===== src/rtl/pwm_reload_pkg.sv =====
package pwm_reload_pkg;

    typedef struct packed {
        logic two_width;
        logic use_regs;
        logic run;
    } ctrl_t;

    localparam int CTRL_W   = $bits(ctrl_t);
    localparam int A_CTRL   = 0;
    localparam int A_LOW    = 1;
    localparam int A_HIGH   = 2;

endpackage


===== src/rtl/pwm_ctrl_regs.sv =====
module pwm_ctrl_regs
    import pwm_reload_pkg::*;
#(
    parameter int CNT_W  = 32,
    parameter int ADDR_W = 2
) (
    input  logic              clk,
    input  logic              rst_n,
    input  logic              wr_en,
    input  logic [ADDR_W-1:0] wr_addr,
    input  logic [CNT_W-1:0]  wr_data,
    input  logic [ADDR_W-1:0] rd_addr,
    output logic [CNT_W-1:0]  rd_data,
    output ctrl_t             ctrl_o,
    output logic [CNT_W-1:0]  low_o,
    output logic [CNT_W-1:0]  high_o
);

    localparam int PAD_W = CNT_W - CTRL_W;

    typedef struct packed {
        ctrl_t            ctrl;
        logic [CNT_W-1:0] low;
        logic [CNT_W-1:0] high;
    } regs_t;

    regs_t regs_d, regs_q;

    always_comb begin
        regs_d = regs_q;
        if (wr_en) begin
            case (int'(wr_addr))
                A_CTRL:  regs_d.ctrl = ctrl_t'(wr_data[CTRL_W-1:0]);
                A_LOW:   regs_d.low  = wr_data;
                A_HIGH:  regs_d.high = wr_data;
                default: regs_d      = regs_q;
            endcase
        end
    end

    always_ff @(posedge clk or negedge rst_n) begin
        if (!rst_n) regs_q <= '0;
        else        regs_q <= regs_d;
    end

    always_comb begin
        case (int'(rd_addr))
            A_CTRL:  rd_data = {{PAD_W{1'b0}}, regs_q.ctrl};
            A_LOW:   rd_data = regs_q.low;
            A_HIGH:  rd_data = regs_q.high;
            default: rd_data = '0;
        endcase
    end

    assign ctrl_o = regs_q.ctrl;
    assign low_o  = regs_q.low;
    assign high_o = regs_q.high;

endmodule


===== src/rtl/pwm_reload_mux.sv =====
module pwm_reload_mux
    import pwm_reload_pkg::*;
#(
    parameter int CNT_W = 32
) (
    input  ctrl_t            ctrl,
    input  logic             to_high,
    input  logic [CNT_W-1:0] low_cnt,
    input  logic [CNT_W-1:0] high_cnt,
    output logic [CNT_W-1:0] reload
);

    localparam logic [CNT_W-1:0] FREE_CNT = '1;

    always_comb begin
        if (!ctrl.use_regs)                 reload = FREE_CNT;
        else if (ctrl.two_width && to_high) reload = high_cnt;
        else                                reload = low_cnt;
    end

endmodule


===== src/rtl/pwm_phase_counter.sv =====
module pwm_phase_counter
    import pwm_reload_pkg::*;
#(
    parameter int CNT_W = 32
) (
    input  logic             clk,
    input  logic             rst_n,
    input  logic             run_req,
    input  logic [CNT_W-1:0] start_cnt,
    input  logic [CNT_W-1:0] next_cnt,
    output logic             to_high,
    output logic             running,
    output logic             phase,
    output logic [CNT_W-1:0] count
);

    typedef struct packed {
        logic             run;
        logic             phase;
        logic [CNT_W-1:0] cnt;
    } st_t;

    st_t st_d, st_q;

    // Phase entered at the next reload: high when the current phase is low.
    assign to_high = ~st_q.phase;

    always_comb begin
        st_d = st_q;
        if (!run_req) begin
            st_d.run   = 1'b0;
            st_d.phase = 1'b0;
        end else if (!st_q.run) begin
            st_d.run   = 1'b1;
            st_d.phase = 1'b0;
            st_d.cnt   = start_cnt;
        end else if (st_q.cnt == '0) begin
            st_d.phase = ~st_q.phase;
            st_d.cnt   = next_cnt;
        end else begin
            st_d.cnt   = st_q.cnt - 1'b1;
        end
    end

    always_ff @(posedge clk or negedge rst_n) begin
        if (!rst_n) st_q <= '0;
        else        st_q <= st_d;
    end

    assign running = st_q.run;
    assign phase   = st_q.phase;
    assign count   = st_q.cnt;

endmodule


===== src/rtl/pwm_reload_timer.sv =====
module pwm_reload_timer
    import pwm_reload_pkg::*;
#(
    parameter int CNT_W  = 32,
    parameter int ADDR_W = 2
) (
    input  logic              clk,
    input  logic              rst_n,
    input  logic              wr_en,
    input  logic [ADDR_W-1:0] wr_addr,
    input  logic [CNT_W-1:0]  wr_data,
    input  logic [ADDR_W-1:0] rd_addr,
    output logic [CNT_W-1:0]  rd_data,
    output logic              pwm_o
);

    ctrl_t            ctrl;
    logic [CNT_W-1:0] low_cnt;
    logic [CNT_W-1:0] high_cnt;
    logic [CNT_W-1:0] start_cnt;
    logic [CNT_W-1:0] next_cnt;
    logic             to_high;
    logic             running;
    logic             phase;
    logic [CNT_W-1:0] count;

    pwm_ctrl_regs #(.CNT_W(CNT_W), .ADDR_W(ADDR_W)) u_regs (
        .clk     (clk),
        .rst_n   (rst_n),
        .wr_en   (wr_en),
        .wr_addr (wr_addr),
        .wr_data (wr_data),
        .rd_addr (rd_addr),
        .rd_data (rd_data),
        .ctrl_o  (ctrl),
        .low_o   (low_cnt),
        .high_o  (high_cnt)
    );

    // Start always enters the low phase.
    pwm_reload_mux #(.CNT_W(CNT_W)) u_start_mux (
        .ctrl     (ctrl),
        .to_high  (1'b0),
        .low_cnt  (low_cnt),
        .high_cnt (high_cnt),
        .reload   (start_cnt)
    );

    pwm_reload_mux #(.CNT_W(CNT_W)) u_next_mux (
        .ctrl     (ctrl),
        .to_high  (to_high),
        .low_cnt  (low_cnt),
        .high_cnt (high_cnt),
        .reload   (next_cnt)
    );

    pwm_phase_counter #(.CNT_W(CNT_W)) u_cnt (
        .clk       (clk),
        .rst_n     (rst_n),
        .run_req   (ctrl.run),
        .start_cnt (start_cnt),
        .next_cnt  (next_cnt),
        .to_high   (to_high),
        .running   (running),
        .phase     (phase),
        .count     (count)
    );

    assign pwm_o = phase;

endmodule


===== config.mk =====
export PLATFORM = sky130hd
export DESIGN_NAME = pwm_reload_timer
export DESIGN_NICKNAME = d
export VERILOG_FILES = /design/src/rtl/pwm_reload_pkg.sv /design/src/rtl/pwm_ctrl_regs.sv /design/src/rtl/pwm_reload_mux.sv /design/src/rtl/pwm_phase_counter.sv /design/src/rtl/pwm_reload_timer.sv
export SDC_FILE = /design/constraint.sdc
export NUM_CORES = 1
export LEC_CHECK = 0
export CORE_ASPECT_RATIO = 1.5
export CORE_MARGIN = 2
export CORE_UTILIZATION = 55
export DETAILED_ROUTE_END_ITERATION = 8
export GPL_TIMING_DRIVEN = 0
export HOLD_SLACK_MARGIN = 0.03
export PLACE_DENSITY = 0.79
export SYNTH_ARGS = -nofsm -noshare
export SYNTH_HDL_FRONTEND = slang
export SYNTH_SLANG_ARGS = --single-unit

===== constraint.sdc =====
create_clock -name clk -period 5.7 [get_ports clk]
set_clock_uncertainty 0.15 [all_clocks]
set_input_delay 1.14 -clock clk [delete_from_list [all_inputs] [get_ports clk]]
set_output_delay 1.14 -clock clk [all_outputs]
set_load 0.02 [all_outputs]

==> results.sh <==
export IMPL_dieArea_um2=11300
export IMPL_p_total_mw=2.49
export IMPL_hp_class="flop to flop"
export IMPL_crit_type="input pin to primary output"
export IMPL_whs_ns=0.368
export IMPL_grt_use_total=0.356
export IMPL_ys_top_cells_by_area="dfrtp_1, mux2_2, a22o_1"
export IMPL_cp_slowest_cell="clkbuf_1"
export IMPL_row_count=45
export IMPL_yosys_register_bits=101
export IMPL_place_gp_congestion=0.960
export IMPL_status="completed"
export IMPL_final_cell_mix="dfrtp_1, clkdlybuf4s50_1, mux2_2, nor2_1, nand2_1"
export IMPL_cts_buffers=9
export IMPL_cp_start_kind="input pin"
export IMPL_synth_ff_type="dfrtp_1"
export IMPL_cap_viol_max_count=0
export IMPL_cp_startpoint="rd_addr[1]"
export IMPL_grt_max_degree=62
export IMPL_cts_tree="built"
export IMPL_finalCritPeriodShare=0.951
export IMPL_worstHoldStart="u_cnt.count[31]"
export IMPL_setup_viol_count_final=0
export IMPL_max_slew_margin=0.345
export IMPL_wl_per_cell_um=24.6
export IMPL_crit_buf_inv=4
export IMPL_clk_path_buf_depth=2
export IMPL_die_w_um=87.4
export IMPL_grt_overflow=0
export IMPL_slew_violations=0
export IMPL_fin_cells=778
export IMPL_synth_top_area_cell="dfrtp_1"
export IMPL_synth_edf_count=0
export IMPL_clockRootBuffer="clkbuf_16"
export IMPL_timing_rr_start="u_cnt.count[0]"
export IMPL_grt_pass1_wl_um=30200
export IMPL_worstSkewPairLatency_ns=0.35
export IMPL_vias=5286
export IMPL_max_freq_mhz=185
export IMPL_drcViolationCount=0
export IMPL_reg2reg_depth=8
export IMPL_viasPerCell=6.79
export IMPL_required_ns=4.41
export IMPL_drt_pass1_iterations=5
export IMPL_drt_iter0_drc=485
export IMPL_layout_nets=697
export IMPL_post_cts_repair_setup_buffers=0
export IMPL_timing_rr_end="u_cnt.count[20]"
export IMPL_grt_antenna_before_repair=0
export IMPL_fin_ws_ns=0.281
export IMPL_final_antenna_net_count=0
export IMPL_leakagePower_nw=2.65
export IMPL_final_min_clock_period_ns=5.42
export IMPL_ios=72
export IMPL_synthToLayoutAreaGrowth_pct=20.2
export IMPL_final_core_util=0.680
export IMPL_cp_end_kind="primary output"
export IMPL_detail_route_wirelength_um=19200
export IMPL_min_path_cells=1
export IMPL_syn_num_nets=614
export IMPL_initial_utilization=0.566
export IMPL_portBuffers=71
export IMPL_ctsHoldBuffers=0
export IMPL_antenna_cells=0
export IMPL_design_area_um2=6890
export IMPL_yosys_area_top_type_share=0.441
export IMPL_synth_avg_cell_area_um2=10.0
export IMPL_async_reset_ff_frac=1.00
export IMPL_post_place_ws_ns=0.342
export IMPL_core_um2=10100
export IMPL_hpwl_um=13400
export IMPL_p_per_area_nw_per_um2=361
export IMPL_grt_pass1_vias=5447
export IMPL_crit_path_cell_trace="clkdlybuf4s50_1, nor2b_1, clkbuf_1, clkbuf_1, a22o_1, clkdlybuf4s50_1"
export IMPL_hold_path_end="u_cnt.count[31]"
export IMPL_cpPeakStageDelay_ns=0.67
export IMPL_syn_inst=573
export IMPL_ys_warnings_count=0
export IMPL_final_fill_count=847
export IMPL_layout_commonest_cell="dfrtp_1"
export IMPL_hold_viol_final=0
export IMPL_dpl_cell_area_um2=6620
export IMPL_cts_num_sinks=101
export IMPL_cp_arrival_ns=4.13
export IMPL_fin_tns_setup_ns=0
export IMPL_syn_area_um2=5740
export IMPL_cts_resized=0
export IMPL_h_tree_depth=3
export IMPL_ys_types=60
export IMPL_drive_gt1_frac=0.144
export IMPL_worst_pin_slew_ns=0.974
export IMPL_placed_cells=762
export IMPL_peakVddDrop_mv=0.213
export IMPL_rsz0062_at_grt="false"
export IMPL_path_max_fanout=10
export IMPL_clk_pin_slew_worst_paths_ns=0.07
export IMPL_yosysSeqAreaShare=0.441
export IMPL_dieHeight_um=129
export IMPL_regToRegSetupSlack_ns=2.29
export IMPL_critPathTopFamily="buffers and inverters"
## power breakdown
| part | switching, mW | internal [mW] | leakage, nW | total [mW] |
|---|---|---|---|---|
| registers | 0.237 | 0.902 | 1.16 | 1.14 |
| logic | 0.401 | 0.361 | 1.36 | 0.763 |
| clock network | 0.291 | 0.298 | 0.136 | 0.589 |
| total | 0.929 | 1.56 | 2.65 | 2.49 |
## how the worst max path moves through the flow
| stage | endpoint | slack (ns) | cells after the start |
|---|---|---|---|
| finish | rd_data[15] | 0.28 | 6 |
| global route | rd_data[15] | 0.14 | 6 |
| CTS | rd_data[15] | 0.34 | 6 |
| detailed placement | rd_data[15] | 0.34 | 6 |
| global placement | u_regs.high_o[20] | -0.40 | 1 |
| floorplan | rd_data[15] | 2.26 | 4 |
## Yosys cell counts (9+ instances only)
| cell type | instances |
|---|---|
| a21oi_1 | 30 |
| a22o_1 | 29 |
| a32o_1 | 9 |
| clkbuf_1 | 33 |
| dfrtp_1 | 101 |
| mux2_2 | 65 |
| mux2i_1 | 16 |
| nand2_1 | 41 |
| nand3_1 | 10 |
| nand4_1 | 11 |
| nor2_1 | 44 |
| nor3_1 | 10 |
| o21ai_0 | 26 |
| o22ai_1 | 12 |
| xnor2_1 | 13 |
## cell type report
class	instances	area, µm²	area share
Multi-Input combinational cell	420	3010	0.436
Sequential cell	101	2530	0.367
Timing Repair Buffer	72	736	0.107
Clock buffer	9	225	0.0327
Buffer	43	168	0.0243
Tap cell	117	146	0.0212
Clock inverter	7	48.8	0.00708
Inverter	9	33.8	0.00490
## cell families after synthesis
| logic type | share of synthesized area |
|---|---|
| mux | 0.156 |
| xor+xnor | 0.0244 |
| buf+inv | 0.0351 |
| flops | 0.441 |
| simple gates | 0.148 |
| compound gates | 0.192 |
| fa+ha+maj | 0.00436 |
## layer usage
layer / up-vias / track usage / part of all wire
met2: 238 / 0.593 / 0.50
met3: 63 / 0.0605 / 0.067
met1: 2663 / 0.445 / 0.38
met5: - / 0 / 0
met4: 0 / 0.172 / 0.044
li1: 2322 / - / -
## flip-flops by register name, indices dropped and copies added, names as in the netlist
signal	count
u_cnt.count	32
u_regs.ctrl_o	3
u_cnt.phase	1
u_regs.high_o	32
u_cnt.running	1
u_regs.low_o	32
Power figures use the tool's default switching activity.
